===== src/rtl/prd_dma_pkg.sv =====
`timescale 1ns/1ps
package prd_dma_pkg;
  localparam int unsigned REGION_W = 17;   // holds 1..65536
  localparam int unsigned WORD_W   = 32;

  typedef enum logic [2:0] {
    ST_IDLE, ST_EVAL, ST_FETCH, ST_CMD, ST_DATA
  } eng_state_e;

  typedef struct packed {
    logic [WORD_W-1:0]   addr;
    logic [REGION_W-1:0] len;
    logic                last;
  } region_t;

  // cnt_hi is bits 15:1 of the count word; bit 0 is dropped
  function automatic region_t decode_desc(input logic [WORD_W-1:0] w0,
                                          input logic last_bit,
                                          input logic [14:0] cnt_hi);
    region_t r;
    r.addr = w0;
    r.last = last_bit;
    if (cnt_hi == 15'd0) r.len = REGION_W'(17'h10000);
    else                 r.len = {1'b0, cnt_hi, 1'b0};
    return r;
  endfunction
endpackage


===== src/rtl/prd_desc_fetch.sv =====
`timescale 1ns/1ps
module prd_desc_fetch
  import prd_dma_pkg::*;
(
  input  logic              clk_i,
  input  logic              rst_ni,
  input  logic              go_i,
  input  logic [WORD_W-1:0] ptr_i,
  output logic              dsc_rd_o,
  output logic [WORD_W-1:0] dsc_addr_o,
  input  logic              dsc_rvalid_i,
  input  logic [WORD_W-1:0] dsc_rdata_i,
  output logic              done_o,
  output region_t           region_o
);
  typedef enum logic [1:0] {F_IDLE, F_W0, F_W1} fetch_state_e;

  fetch_state_e      st_q;
  logic [WORD_W-1:0] ptr_q;
  logic [WORD_W-1:0] w0_q;
  region_t           reg_q;
  logic              done_q;

  always_ff @(posedge clk_i or negedge rst_ni) begin
    if (!rst_ni) begin
      st_q   <= F_IDLE;
      ptr_q  <= '0;
      w0_q   <= '0;
      reg_q  <= '0;
      done_q <= 1'b0;
    end else begin
      done_q <= 1'b0;
      unique case (st_q)
        F_IDLE: if (go_i) begin
          ptr_q <= ptr_i;
          st_q  <= F_W0;
        end
        F_W0: if (dsc_rvalid_i) begin
          w0_q <= dsc_rdata_i;
          st_q <= F_W1;
        end
        F_W1: if (dsc_rvalid_i) begin
          reg_q  <= decode_desc(w0_q, dsc_rdata_i[31], dsc_rdata_i[15:1]);
          done_q <= 1'b1;
          st_q   <= F_IDLE;
        end
        default: st_q <= F_IDLE;
      endcase
    end
  end

  assign dsc_rd_o   = (st_q != F_IDLE);
  assign dsc_addr_o = (st_q == F_W1) ? ptr_q + WORD_W'(4) : ptr_q;
  assign done_o     = done_q;
  assign region_o   = reg_q;

  assert_addr_hold_R1: assert property (@(posedge clk_i) disable iff (!rst_ni)
    dsc_rd_o && !dsc_rvalid_i |=> dsc_rd_o && $stable(dsc_addr_o));

  assert_len_range_R3: assert property (@(posedge clk_i) disable iff (!rst_ni)
    done_o |-> (region_o.len != '0) && (region_o.len <= REGION_W'(17'h10000)) && !region_o.len[0]);
endmodule


===== src/rtl/prd_beat_gate.sv =====
`timescale 1ns/1ps
module prd_beat_gate
  import prd_dma_pkg::*;
#(
  parameter int unsigned DATA_W = 32
) (
  input  logic                clk_i,
  input  logic                rst_ni,
  input  logic                load_i,
  input  logic [REGION_W-1:0] bytes_i,
  output logic                done_o,
  input  logic                src_valid_i,
  input  logic [DATA_W-1:0]   src_data_i,
  output logic                src_ready_o,
  output logic                snk_valid_o,
  output logic [DATA_W-1:0]   snk_data_o,
  input  logic                snk_ready_i
);
  localparam int unsigned BEAT_BYTES = DATA_W / 8;
  localparam int unsigned SH         = $clog2(BEAT_BYTES);
  localparam int unsigned BEAT_W     = REGION_W - SH + 1;

  logic [BEAT_W-1:0]   left_q;
  logic [REGION_W:0]   round_up;
  logic                active;
  logic                xfer;
  logic                done_q;

  assign round_up    = {1'b0, bytes_i} + (REGION_W+1)'(BEAT_BYTES - 1);
  assign active      = (left_q != '0);
  assign snk_valid_o = src_valid_i & active;
  assign src_ready_o = snk_ready_i & active;
  assign snk_data_o  = src_data_i;
  assign xfer        = snk_valid_o & snk_ready_i;

  always_ff @(posedge clk_i or negedge rst_ni) begin
    if (!rst_ni) begin
      left_q <= '0;
      done_q <= 1'b0;
    end else begin
      done_q <= xfer && (left_q == BEAT_W'(1));
      if (load_i)    left_q <= BEAT_W'(round_up >> SH);
      else if (xfer) left_q <= left_q - BEAT_W'(1);
    end
  end

  assign done_o = done_q;

  assert_load_idle_R8: assert property (@(posedge clk_i) disable iff (!rst_ni)
    load_i |-> !active && (bytes_i != '0));
endmodule


===== src/rtl/prd_dma_engine.sv =====
`timescale 1ns/1ps
module prd_dma_engine
  import prd_dma_pkg::*;
#(
  parameter int unsigned BUF_W       = 20,
  parameter int unsigned DATA_W      = 32,
  parameter int unsigned TABLE_LIMIT = 4096
) (
  input  logic                clk_i,
  input  logic                rst_ni,
  input  logic                start_i,
  input  logic                dir_i,
  input  logic [WORD_W-1:0]   table_base_i,
  input  logic [BUF_W-1:0]    buf_bytes_i,
  output logic                busy_o,
  output logic                done_o,
  output logic                underrun_o,
  output logic [BUF_W-1:0]    buf_idx_o,
  output logic                dsc_rd_o,
  output logic [WORD_W-1:0]   dsc_addr_o,
  input  logic                dsc_rvalid_i,
  input  logic [WORD_W-1:0]   dsc_rdata_i,
  output logic                cmd_valid_o,
  input  logic                cmd_ready_i,
  output logic                cmd_write_o,
  output logic [WORD_W-1:0]   cmd_addr_o,
  output logic [REGION_W-1:0] cmd_len_o,
  input  logic                src_valid_i,
  input  logic [DATA_W-1:0]   src_data_i,
  output logic                src_ready_o,
  output logic                snk_valid_o,
  output logic [DATA_W-1:0]   snk_data_o,
  input  logic                snk_ready_i
);
  localparam int unsigned DESC_BYTES = 8;
  localparam int unsigned CMP_W      = (BUF_W > REGION_W) ? BUF_W : REGION_W;

  eng_state_e          st_q;
  logic [WORD_W-1:0]   base_q, ptr_q;
  logic [BUF_W-1:0]    buf_q, idx_q;
  logic                dir_q;
  logic [WORD_W-1:0]   cur_addr_q;
  logic [REGION_W-1:0] cur_len_q, chunk_q, chunk_d;
  logic                cur_last_q;
  logic                done_q, und_q;

  logic [CMP_W-1:0]    rem_w, len_w;
  logic [WORD_W-1:0]   walked;
  logic                buf_empty, region_empty, table_end;
  logic                fetch_go, fetch_done, gate_load, gate_done;
  region_t             fetched;

  assign rem_w        = CMP_W'(buf_q - idx_q);
  assign len_w        = CMP_W'(cur_len_q);
  assign chunk_d      = REGION_W'((rem_w < len_w) ? rem_w : len_w);
  assign walked       = ptr_q - base_q;
  assign buf_empty    = (idx_q >= buf_q);
  assign region_empty = (cur_len_q == '0);
  assign table_end    = cur_last_q || (walked >= WORD_W'(TABLE_LIMIT));
  assign fetch_go     = (st_q == ST_EVAL) && !buf_empty && region_empty && !table_end;
  assign gate_load    = (st_q == ST_CMD) && cmd_ready_i;

  prd_desc_fetch u_fetch (
    .clk_i        (clk_i),
    .rst_ni       (rst_ni),
    .go_i         (fetch_go),
    .ptr_i        (ptr_q),
    .dsc_rd_o     (dsc_rd_o),
    .dsc_addr_o   (dsc_addr_o),
    .dsc_rvalid_i (dsc_rvalid_i),
    .dsc_rdata_i  (dsc_rdata_i),
    .done_o       (fetch_done),
    .region_o     (fetched)
  );

  prd_beat_gate #(.DATA_W(DATA_W)) u_gate (
    .clk_i       (clk_i),
    .rst_ni      (rst_ni),
    .load_i      (gate_load),
    .bytes_i     (chunk_q),
    .done_o      (gate_done),
    .src_valid_i (src_valid_i),
    .src_data_i  (src_data_i),
    .src_ready_o (src_ready_o),
    .snk_valid_o (snk_valid_o),
    .snk_data_o  (snk_data_o),
    .snk_ready_i (snk_ready_i)
  );

  always_ff @(posedge clk_i or negedge rst_ni) begin
    if (!rst_ni) begin
      st_q       <= ST_IDLE;
      base_q     <= '0;
      ptr_q      <= '0;
      buf_q      <= '0;
      idx_q      <= '0;
      dir_q      <= 1'b0;
      cur_addr_q <= '0;
      cur_len_q  <= '0;
      cur_last_q <= 1'b0;
      chunk_q    <= '0;
      done_q     <= 1'b0;
      und_q      <= 1'b0;
    end else begin
      done_q <= 1'b0;
      unique case (st_q)
        ST_IDLE: if (start_i) begin
          base_q     <= table_base_i;
          ptr_q      <= table_base_i;
          buf_q      <= buf_bytes_i;
          dir_q      <= dir_i;
          idx_q      <= '0;
          cur_addr_q <= '0;
          cur_len_q  <= '0;
          cur_last_q <= 1'b0;
          und_q      <= 1'b0;
          st_q       <= ST_EVAL;
        end
        ST_EVAL: begin
          if (buf_empty) begin
            done_q <= 1'b1;
            st_q   <= ST_IDLE;
          end else if (region_empty) begin
            if (table_end) begin
              und_q  <= 1'b1;
              done_q <= 1'b1;
              st_q   <= ST_IDLE;
            end else begin
              st_q <= ST_FETCH;
            end
          end else begin
            chunk_q <= chunk_d;
            st_q    <= ST_CMD;
          end
        end
        ST_FETCH: if (fetch_done) begin
          cur_addr_q <= fetched.addr;
          cur_len_q  <= fetched.len;
          cur_last_q <= fetched.last;
          ptr_q      <= ptr_q + WORD_W'(DESC_BYTES);
          st_q       <= ST_EVAL;
        end
        ST_CMD: if (cmd_ready_i) st_q <= ST_DATA;
        ST_DATA: if (gate_done) begin
          cur_addr_q <= cur_addr_q + WORD_W'(chunk_q);
          cur_len_q  <= cur_len_q - chunk_q;
          idx_q      <= idx_q + BUF_W'(chunk_q);
          st_q       <= ST_EVAL;
        end
        default: st_q <= ST_IDLE;
      endcase
    end
  end

  assign busy_o      = (st_q != ST_IDLE);
  assign done_o      = done_q;
  assign underrun_o  = und_q;
  assign buf_idx_o   = idx_q;
  assign cmd_valid_o = (st_q == ST_CMD);
  assign cmd_write_o = dir_q;
  assign cmd_addr_o  = cur_addr_q;
  assign cmd_len_o   = chunk_q;

  assert_no_fetch_after_last_R4: assert property (@(posedge clk_i) disable iff (!rst_ni)
    dsc_rd_o |-> !cur_last_q && (cur_len_q == '0));

  assert_page_limit_R5: assert property (@(posedge clk_i) disable iff (!rst_ni)
    dsc_rd_o |-> (dsc_addr_o - base_q) < WORD_W'(TABLE_LIMIT + DESC_BYTES));

  assert_cmd_hold_R6: assert property (@(posedge clk_i) disable iff (!rst_ni)
    cmd_valid_o && !cmd_ready_i |=> cmd_valid_o && $stable(cmd_addr_o) && $stable(cmd_len_o));

  assert_chunk_bound_R6: assert property (@(posedge clk_i) disable iff (!rst_ni)
    cmd_valid_o |-> (cmd_len_o != '0) && (cmd_len_o <= cur_len_q) && (CMP_W'(cmd_len_o) <= rem_w));

  assert_idx_bound_R7: assert property (@(posedge clk_i) disable iff (!rst_ni)
    idx_q <= buf_q);

  assert_done_idle_R9: assert property (@(posedge clk_i) disable iff (!rst_ni)
    done_o |-> !busy_o && !dsc_rd_o && !cmd_valid_o);
endmodule


===== config.mk =====
export PLATFORM = sky130hd
export DESIGN_NAME = prd_dma_engine
export DESIGN_NICKNAME = d
export VERILOG_FILES = /design/src/rtl/prd_dma_pkg.sv /design/src/rtl/prd_desc_fetch.sv /design/src/rtl/prd_beat_gate.sv /design/src/rtl/prd_dma_engine.sv
export SDC_FILE = /design/constraint.sdc
export NUM_CORES = 1
export LEC_CHECK = 0
export ABC_AREA = 1
export BUFFER_PORTS_ARGS = -buffer_cell sky130_fd_sc_hd__buf_4
export CORE_MARGIN = 5
export CORE_UTILIZATION = 30
export DETAILED_ROUTE_END_ITERATION = 6
export HOLD_SLACK_MARGIN = 0.02
export RECOVER_POWER = 50
export SETUP_SLACK_MARGIN = 0.4
export SLEW_MARGIN = 40
export SYNTH_ARGS = -nofsm -noshare
export SYNTH_HDL_FRONTEND = slang
export SYNTH_SLANG_ARGS = --single-unit

===== constraint.sdc =====
create_clock -name clk_i -period 4.03 [get_ports clk_i]
set_clock_uncertainty 0.1 [all_clocks]
set_input_delay 1.209 -clock clk_i [delete_from_list [all_inputs] [get_ports clk_i]]
set_output_delay 1.209 -clock clk_i [all_outputs]
set_load 0.1 [all_outputs]

==> results.json, run 1 <==
{
  "status": "complete, but fails checks",
  "violations": "capacitance limit, slew limit, setup timing",
  "cts_max_path_buffers": 3,
  "h-tree-depth": 2,
  "synth_compound_area_frac": 0.137,
  "start_util": 0.304,
  "netlist_instances": 3075,
  "synth_area_leader_cell": "dfrtp_1",
  "hold_buffers": 0,
  "antenna_found_initial": 5,
  "nFillCells": 7522,
  "antenna_left": 0,
  "synth_top_cell_area_share": 0.356,
  "synth_top_family_by_area": "simple AND/OR/NAND/NOR gates",
  "die_x_um": 280,
  "chipHeight_um": 280,
  "clkSlewWorstSetupHoldPaths_ps": 60,
  "area_growth_pct": 25.4,
  "finalCritPeriodShare": 1.06,
  "drive_above_1_share": 0.184,
  "cts_root_buf": "clkbuf_16",
  "crit_path_start_kind": "flop",
  "rsz0062_at_grt": "true",
  "end_kind": "output port",
  "setup_violations": 10,
  "fin_crit_ps": 4290,
  "max_freq_ghz": 0.233,
  "postRouteWirelength_um": 74900,
  "rr_startpoint": "buf_idx_o[10]",
  "ys_ff_latch": 310,
  "cts_tree": "built",
  "yosysSeqAreaShare": 0.356,
  "grt_max_degree": 83,
  "synth_fa_ha_area_frac": 0.0740,
  "clkLatencyLatePin_ps": 580,
  "drv_slew": 100,
  "synthSimpleGateAreaFrac": 0.293,
  "powerDensity_nw_per_um2": 929,
  "layout.nets": 3552,
  "drv_cap": 2,
  "post-place-ws_ps": 37.5,
  "wl_per_cell_um": 17.5,
  "timing.hold.ws_ps": 365,
  "port_buffers": 200,
  "grt-ovfl-total": 0,
  "multi_input_area_sq_um": 12900,
  "synth-async-reset-ratio": 1.00,
  "leakagePower_nw": 13.6,
  "min_path_type": "flop to flop",
  "cp.arrival_ps": 2980,
  "grt_pass1_vias": 20200,
  "syn_area_sq_um": 21800,
  "slew_headroom": -0.207,
  "hold_violations": 0,
  "numCtsBuffers": 40,
  "grt_pass1_wl_um": 115000,
  "synth_enable_flop_cells": 0,
  "track_usage": 0.184,
  "remaining_drc_errors": 0,
  "worstPathRequired_ps": 2720,
  "worstPathMaxFanout": 3,
  "crit_path_end": "dsc_addr_o[28]",
  "yosysUniqueCellTypes": 62,
  "core_area_sq_um": 71700,
  "vias": 20900,
  "syn_nets": 3325,
  "muxShareOfSynthArea": 0.00826,
  "cts_sinks": 310,
  "first_pass_iters": 5,
  "reg2reg_depth": 22,
  "synthXorXnorAreaFrac": 0.0317,
  "dp_hpwl_um": 56800,
  "num_rows": 98,
  "dieArea_sq_um": 78200,
  "yosys-top-cells-area": "dfrtp_1 (36%), nand2_1 (15%), ha_1 (6.9%)",
  "synth-main-ff-cell": "dfrtp_1",
  "via_per_inst": 4.88,
  "rr_endpoint": "cmd_len_o[7]",
  "worstSetupStartpoint": "u_fetch.ptr_q[3]",
  "worst_pin_slew_ps": 1810,
  "max-vdd-ir-drop_mv": 0.815,
  "seqCellArea_sq_um": 7790,
  "finalWorstSetupSlack_ps": -257,
  "ys_warn_count": 0,
  "crit_type": "flop to output port",
  "reg2reg_slack_ps": 310,
  "ios": 265,
  "synth_area_per_cell_sq_um": 7.09,
  "gp_congestion": 0.933,
  "drtIter0Drc": 1549
}
[cells in the mapped netlist (all sizes together) (3+ instances only)]
library cell	count
clkinv	4
mux2	16
or2	17
a22oi	21
o211ai	10
a21o	4
o21a	3
nand2	889
and2	6
o21bai	17
a211oi	3
clkbuf	57
nand3	152
a21oi	220
nor3b	5
xnor2	21
nor3	52
xor2	58
nand3b	20
fa	5
a31oi	16
nand4	65
ha	121
o21ai	222
nor4	20
buf	59
inv	411
o22ai	17
dfrtp	310
nor2	237
[metrics by stage]
step                      power, mW  TNS, ps  utilization  std cells  instance area [sq um]
after floorplan                16.2     -142            -       3075                  22300
after global placement         20.1        0        0.344       4145                  24700
after detailed placement       20.2        0        0.344       4145                  24700
after CTS                      24.9    -2120        0.374       4255                  26900
after global routing           27.5    -3900        0.381       4283                  27300
final                          25.4    -1720        0.381       4285                  27400
[where the power goes]
group | switching (mW) | total, mW | internal (mW) | leakage [nW]
Clock | 1.49 | 3.54 | 2.05 | 0.639
Sequential | 1.22 | 5.25 | 4.03 | 3.97
Combinational | 11.1 | 16.6 | 5.55 | 9.04
[flip-flops by register name (all words and copies together) (netlist names)]
signal / cells
u_fetch.region_o: 49
cur_last_q: 1
buf_idx_o: 20
underrun_o: 1
u_fetch.w0_q: 32
u_fetch.done_o: 1
u_gate.left_q: 16
u_fetch.ptr_q: 32
u_fetch.st_q: 2
cmd_addr_o: 32
cmd_len_o: 17
ptr_q: 32
cur_len_q: 17
st_q: 3
cmd_write_o: 1
base_q: 32
u_gate.done_o: 1
buf_q: 20
done_o: 1
[worst max-delay path: stages (launching register included)]
cell and delay [ps]:
dfrtp_1 390, ha_2 210, nand3_2 90, nor2_4 120, nand3_2 100, nor3_4 230
inv_2 90, nor3_4 150, nand2_1 70, or3_4 420, nor2_4 160, xor2_4 170
buf_12 190
[how the worst min path moves through the flow]
stage | slack [ps] | depth (start not counted) | endpoint | startpoint
global placement | 350 | 2 | u_fetch.region_o[35] | u_fetch.w0_q[17]
floorplan | 340 | 2 | u_fetch.region_o[21] | u_fetch.region_o[21]
CTS | 370 | 2 | u_fetch.region_o[35] | u_fetch.region_o[35]
global route | 390 | 2 | u_fetch.region_o[35] | u_fetch.region_o[35]
finish | 360 | 2 | u_fetch.region_o[41] | u_fetch.w0_q[23]
detailed placement | 360 | 2 | u_fetch.region_o[35] | u_fetch.region_o[35]
[cells in the final DEF (no fill, tap or decap), types with 16 or more instances in the layout]
cell type,instances
a21oi_1,209
a22oi_1,21
a31oi_1,16
buf_12,23
buf_4,244
buf_6,17
clkbuf_16,41
dfrtp_1,296
ha_1,111
inv_1,389
inv_2,21
mux2_2,16
nand2_1,839
nand2_2,33
nand2_4,16
nand3_1,119
nand3_2,30
nand3b_1,19
nand4_1,63
nor2_1,202
nor2_2,18
nor2_4,17
nor3_1,41
nor4_1,18
o21ai_0,216
o21bai_1,17
o22ai_1,17
or2_2,17
xnor2_1,17
xor2_1,41
[final cells by class]
class,count,area share
Clock inverter,13,0.00421
Multi-Input combinational cell,2237,0.471
Tap cell,950,0.0435
Clock buffer,59,0.0433
Antenna cell,3,0.000274
Timing Repair Buffer,298,0.0955
Inverter,415,0.0570
Sequential cell,310,0.285
[cell families (layout without fill, tap and decap cells)]
group,Yosys count,count (layout)
other,0,3
buffers and inverters,531,785
XOR/XNOR,79,79
flip-flops,310,310
multiplexers,16,16
AO/OA/AOI/OAI,547,547
AND/OR/NAND/NOR,1466,1469
adder cells (fa/ha/maj),126,126
[layer usage]
| metal | track usage | wire, um |
|---|---|---|
| met5 | 0 | 57 |
| met4 | 0.0643 | 2900 |
| met3 | 0.0385 | 4610 |
| met2 | 0.296 | 33400 |
| met1 | 0.249 | 33900 |
[timing repair]
| action | CTS | global route |
|---|---|---|
| pin swaps | 54 | 57 |
| gates cloned | 3 | 2 |
| gates resized for setup | 128 | 81 |
| setup buffers | 35 | 25 |
| setup endpoints to repair | 39 | 74 |
No activity file was read; power rests on OpenSTA's default activity.
==> run 2, diff against run 1 <==
--- a/config.mk
+++ b/config.mk
@@ -13,6 +13,7 @@
 export HOLD_SLACK_MARGIN = 0.02
 export RECOVER_POWER = 50
 export SETUP_SLACK_MARGIN = 0.4
+export SKIP_CTS_REPAIR_TIMING = 1
 export SLEW_MARGIN = 40
 export SYNTH_ARGS = -nofsm -noshare
 export SYNTH_HDL_FRONTEND = slang
==> run 2 against run 1 <==
Sequential share of layout area increased by 0.33 points; via count down 0.33%; non-clock buffer count down 30; largest power group unchanged; final cell count decreased by 0.72%; the flow still finishes with violations (capacitance limit, slew limit, setup timing); die area unchanged; global-route usage decreased by 0.26 points; maximum frequency shrank 1.4%; total power fell by 1.2%; sequential power about the same.
==> results.json, run 2 (synthesis results as in run 1) <==
{
  "vias": 20900,
  "p_int_mw": 11.4,
  "drive_above_1_share": 0.177,
  "finalWorstSetupSlack_ps": -318,
  "worstPathMaxFanout": 4,
  "min_path_type": "flop to flop",
  "drtIter0Drc": 1587,
  "crit_type": "flop to output port",
  "cts_root_buf": "clkbuf_16",
  "grt_pass1_wl_um": 113000,
  "layout.nets": 3522,
  "core_area_sq_um": 71700,
  "setup_tns_ps": -1830,
  "clkLatencyLatePin_ps": 580,
  "cp_cell_sequence": "nand3_2 -> nor2_4 -> nand2_4 -> nor2_4 -> nand3_4 -> nor3_4 -> nand4_4 -> nor3_4 -> buf_6 -> nand3_4 -> nor2_4 -> nand3b_1 -> nand2_4 -> buf_12",
  "post-place-ws_ps": 37.5,
  "p_sw_mw": 13.7,
  "setup_violations": 10,
  "rsz0062_at_grt": "true",
  "leakagePower_nw": 13.5,
  "drv_cap": 2,
  "dieArea_sq_um": 78200,
  "dp_hpwl_um": 56800,
  "wl_per_cell_um": 17.4,
  "chipHeight_um": 280,
  "cts_max_path_buffers": 3,
  "layout_commonest_cell": "nand2_1",
  "finalCritPeriodShare": 1.08,
  "fin_crit_ps": 4350,
  "p_seq_frac": 0.209,
  "cp.arrival_ps": 3040,
  "comb_power_share": 0.650,
  "placed_cells": 4145,
  "worst_pin_slew_ps": 1820,
  "worstPathRequired_ps": 2720,
  "largest_reg_flops": 49,
  "crit_top_cell": "nor2_4",
  "h-tree-depth": 2,
  "area_growth_pct": 24.0,
  "first_pass_iters": 5,
  "grt_pass1_vias": 20000,
  "end_kind": "output port",
  "antenna_found_initial": 5,
  "via_per_inst": 4.90,
  "slew_headroom": -0.213,
  "drv_slew": 100,
  "crit_path_start_kind": "flop",
  "layoutNonFillerInstCount": 4254,
  "cpLargestDelayFamily": "simple AND/OR/NAND/NOR gates",
  "critPathSlowestCell": "dfrtp_1",
  "violations": "capacitance limit, slew limit, setup timing",
  "ios": 265,
  "port_buffers": 200,
  "die_x_um": 280,
  "nFillCells": 7539,
  "cts_sinks": 310,
  "final_core_util": 0.377,
  "start_util": 0.304,
  "status": "complete, but fails checks",
  "grt-ovfl-total": 0,
  "clkPwrFrac": 0.141,
  "cp_slowest_stage_delay_ps": 420,
  "p_sw_frac": 0.546,
  "num_rows": 98,
  "clkSlewWorstSetupHoldPaths_ps": 60,
  "postRouteWirelength_um": 74000,
  "numCtsBuffers": 40,
  "cts_tree": "built",
  "dpl-instance-area_sq_um": 24700,
  "antenna_left": 0,
  "powerDensity_nw_per_um2": 929,
  "gp_congestion": 0.933,
  "max-vdd-ir-drop_mv": 0.815,
  "track_usage": 0.182,
  "largest_register": "u_fetch.region_o",
  "hold_violations": 0,
  "cp_num_buf_inv": 2,
  "remaining_drc_errors": 0,
  "grt_max_degree": 83,
  "mostFrequentLayoutCells": "nand2_1 (839), inv_1 (388), dfrtp_1 (296)",
  "max_freq_ghz": 0.230,
  "finalInstanceArea_sq_um": 27000
}
## run 2: cell types whose count changed in the layout (fill, tap and decap cells not counted), moves of 3 or more
cell / change
buf_12: -3
buf_4: -19
buf_6: -9
ha_4: +3
nand3_1: +3
nand3_2: -3
nor2_2: +3
nor2_4: -3
## run 2: tightest hold or removal path, cell delays in order, from the launching register on
cell and delay (ps):
dfrtp_1 340, nand2_1 50, nand2_1 60
## run 2: cell type report
class                           instances  area [sq um]  area share
Antenna cell                            2          5.00    0.000185
Sequential cell                       310          7790       0.288
Clock buffer                           59          1180      0.0438
Tap cell                              950          1190      0.0440
Timing Repair Buffer                  268          2320      0.0858
Clock inverter                         13           115     0.00426
Inverter                              415          1560      0.0577
Multi-Input combinational cell       2237         12900       0.476
## run 2: worst paths after layout
check / start / depth (start not counted) / end / slack (ps)
worst max register to register: buf_idx_o[0] / 26 / cmd_len_o[2] / 340
worst max-delay path: u_fetch.ptr_q[4] / 14 / dsc_addr_o[29] / -320
worst min register to register: u_fetch.w0_q[23] / 2 / u_fetch.region_o[41] / 370
max in group asynchronous: rst_ni / 2 / buf_idx_o[2] / 520
worst min-delay path: u_fetch.w0_q[23] / 2 / u_fetch.region_o[41] / 370
min in group asynchronous: rst_ni / 1 / cmd_addr_o[9] / 1010
## run 2: power by group through the flow
stage	combinational, mW	clock (mW)	sequential [mW]
3_3_place_gp	14.8	0	5.26
6_report	16.3	3.54	5.25
3_5_place_dp	14.9	0	5.26
2_1_floorplan	9.74	0	6.43
4_1_cts	15.0	3.64	5.22
5_1_grt	18.1	3.76	5.37
## run 2: metal layers
layer	vias up	global-route usage	part of all wire
li1	10400	-	-
met1	9740	0.247	0.45
met2	544	0.288	0.45
met3	140	0.0386	0.060
met4	8	0.0635	0.038
met5	-	0	0.00077
## run 2: stage by stage
stage | power, mW | hold slack, ps
final | 25.1 | 366
after global routing | 27.2 | 390
after detailed placement | 20.2 | 359
after floorplan | 16.2 | 342
after CTS | 23.9 | 373
after global placement | 20.1 | 353
==> run 3, diff against run 2 <==
--- a/config.mk
+++ b/config.mk
@@ -5,7 +5,7 @@
 export SDC_FILE = /design/constraint.sdc
 export NUM_CORES = 1
 export LEC_CHECK = 0
-export ABC_AREA = 1
+export ABC_AREA = 0
 export BUFFER_PORTS_ARGS = -buffer_cell sky130_fd_sc_hd__buf_4
 export CORE_MARGIN = 5
 export CORE_UTILIZATION = 30
==> run 3 against run 2 <==
The run still ends with capacitance limit, slew limit, setup timing left; total power shrank 6.2%; cell area fell by 3.9%; worst hold slack improved by 22 ps; via count down 14%; worst setup slack lost 250 ps; utilization increased by 2.0 points; first-iteration DRC count is 35% lower; clock power grew 7.6%.
==> results.json, run 3 <==
{
  "max_freq_ghz": 0.217,
  "synth_most_common_cell": "dfrtp_1",
  "num_rows": 94,
  "h-tree-depth": 2,
  "worst_pin_slew_ps": 2070,
  "crit_path_start_kind": "flop",
  "ios": 265,
  "dp_hpwl_um": 49700,
  "via_per_inst": 5.31,
  "yosysUniqueCellTypes": 79,
  "yosys-top-cells-area": "dfrtp_1 (39%), ha_1 (7.7%), nand2_1 (4.9%)",
  "wl_per_cell_um": 19.9,
  "synth_area_leader_cell": "dfrtp_1",
  "end_kind": "flop",
  "crit_type": "flop to flop",
  "synth_compound_area_frac": 0.181,
  "critPathSlowestCell": "or4_4",
  "max-vdd-ir-drop_mv": 1.02,
  "synth_area_per_cell_sq_um": 9.05,
  "core_area_sq_um": 65500,
  "violations": "capacitance limit, slew limit, setup timing",
  "setup_violations": 22,
  "synth-async-reset-ratio": 1.00,
  "synthXorXnorAreaFrac": 0.0488,
  "drtIter0Drc": 1032,
  "layout_commonest_cell": "buf_4",
  "drive_above_1_share": 0.289,
  "grt_max_degree": 104,
  "synth_common_cells": "dfrtp_1 (310), nand2_1 (255), a21oi_1 (178)",
  "cts_root_buf": "clkbuf_16",
  "area_growth_pct": 31.7,
  "synth_enable_flop_cells": 0,
  "vias": 17900,
  "largest_register": "u_fetch.region_o",
  "fin_crit_ps": 4600,
  "clkLatencyLatePin_ps": 570,
  "remaining_drc_errors": 0,
  "cp.arrival_ps": 4940,
  "largest_reg_flops": 49,
  "finalWorstSetupSlack_ps": -572,
  "leakagePower_nw": 11.9,
  "total_power_mw": 23.6,
  "postRouteWirelength_um": 67400,
  "status": "complete, but fails checks",
  "numCtsBuffers": 40,
  "layout.nets": 2737,
  "cp_cell_sequence": "inv_4 -> ha_4 -> nor2b_4 -> o211ai_1 -> a21boi_1 -> o21ai_1 -> a21oi_2 -> and4b_1 -> or4_4 -> ha_4 -> a21o_1 -> a21o_1 -> a21oi_2 -> o211ai_1 -> a311o_1 -> nor4_4 -> buf_6 -> mux2i_1 -> mux2_4",
  "cp_slowest_stage_delay_ps": 510,
  "grt_pass1_wl_um": 102000,
  "mostFrequentLayoutCells": "buf_4 (332), dfrtp_1 (283), nand2_1 (247)",
  "hold_violations": 0,
  "track_usage": 0.179,
  "antenna_left": 0,
  "drv_cap": 4,
  "grt_pass1_vias": 17700,
  "yosysSeqAreaShare": 0.393,
  "start_util": 0.301,
  "final_core_util": 0.397,
  "worstPathRequired_ps": 4370,
  "nFillCells": 6359,
  "cp_num_buf_inv": 2,
  "cts_sinks": 310,
  "cpLargestDelayFamily": "compound AO/OA/AOI/OAI gates",
  "dieArea_sq_um": 71000,
  "first_pass_iters": 5,
  "reg2reg_slack_ps": -570,
  "ys_ff_latch": 310,
  "chipHeight_um": 266,
  "antenna_cells": 0,
  "post-place-ws_ps": -641,
  "synth-main-ff-cell": "dfrtp_1",
  "port_buffers": 200,
  "die_x_um": 266,
  "powerDensity_nw_per_um2": 907,
  "slew_headroom": -0.378,
  "clkSlewWorstSetupHoldPaths_ps": 60,
  "cts_tree": "built",
  "synth_top_family_by_area": "compound AO/OA/AOI/OAI gates",
  "syn_area_sq_um": 19700,
  "min_path_type": "flop to flop",
  "antenna_found_initial": 0,
  "synth_top_cell_area_share": 0.393,
  "synthSimpleGateAreaFrac": 0.163,
  "finalCritPeriodShare": 1.14,
  "muxShareOfSynthArea": 0.0781,
  "layoutNonFillerInstCount": 3380,
  "netlist_instances": 2180,
  "rsz0062_at_grt": "true",
  "cts_max_path_buffers": 3,
  "worstPathMaxFanout": 8,
  "synth_fa_ha_area_frac": 0.0818,
  "syn_nets": 2430,
  "grt-ovfl-total": 0,
  "ys_warn_count": 0,
  "placed_cells": 3264,
  "gp_congestion": 0.903,
  "drv_slew": 155
}
==> run 3: changes by cell type in the layout (fill, tap and decap cells not counted), moves of 33 or more <==
cell     previous run  this run
a21oi_1           208       166
buf_4             225       332
inv_1             388       115
mux2_2             16        78
mux2_4              0        33
nand2_1           839       247
nand3_1           122        62
nand4_1            63        25
nor2_1            202       147
o21ai_0           216       134
==> run 3: final cells by class <==
| class | count | area, sq um | area share |
|---|---|---|---|
| repair buffers | 381 | 3190 | 0.123 |
| inverters | 122 | 460 | 0.0177 |
| clock buffers | 58 | 1240 | 0.0478 |
| flip-flops and latches | 310 | 7810 | 0.301 |
| well taps | 864 | 1080 | 0.0416 |
| clock inverters | 13 | 159 | 0.00612 |
| multi-input cells | 1632 | 12000 | 0.464 |
==> run 3: worst register-to-register path, stage by stage (launching register included) <==
cell and delay [ps]:
dfrtp_4 490, inv_4 90, ha_4 200, nor2b_4 120, o211ai_1 270, a21boi_1 140, o21ai_1 180, a21oi_2 110
and4b_1 190, or4_4 510, ha_4 230, a21o_1 150, a21o_1 190, a21oi_2 120, o211ai_1 100, a311o_1 370
nor4_4 370, buf_6 210, mux2i_1 80, mux2_4 250
==> run 3: metal layers <==
layer,routed length (um),global-route usage,up-vias
li1,-,-,8386
met3,3860,0.0324,110
met5,0,0,-
met4,2020,0.0584,0
met1,29100,0.236,8891
met2,32400,0.299,546
==> run 3: final timing paths <==
path / end / from / cells after the start
max: cmd_len_o[0] / buf_idx_o[1] / 19
min: buf_q[5] / buf_q[5] / 2
max reg2reg: cmd_len_o[0] / buf_idx_o[1] / 19
min reg2reg: buf_q[5] / buf_q[5] / 2
max in group asynchronous: buf_idx_o[9] / rst_ni / 2
min in group asynchronous: base_q[20] / rst_ni / 1
==> run 3: power by group <==
group | internal (mW) | total [mW] | leakage, nW | switching (mW)
Clock | 2.33 | 3.81 | 0.699 | 1.49
Sequential | 3.94 | 4.90 | 3.97 | 0.960
Combinational | 5.83 | 14.8 | 7.20 | 9.01
Total | 12.1 | 23.6 | 11.9 | 11.5
==> run 3: metrics by stage <==
step	instance area [sq um]	TNS, ps	hold slack, ps
3_5_place_dp	23400	-10280	378
6_report	26000	-8830	388
4_1_cts	24800	-13570	394
5_1_grt	26000	-12110	409
3_3_place_gp	23300	-8600	365
2_1_floorplan	20200	-6980	350
==> run 3: cells by family (layout without fill, tap and decap cells) <==
logic type	count (synthesis)	after routing
adder cells (fa/ha/maj)	126	126
multiplexers	140	140
AND/OR/NAND/NOR	687	687
XOR/XNOR	110	110
flip-flops	310	310
buffers and inverters	238	574
AO/OA/AOI/OAI	569	569
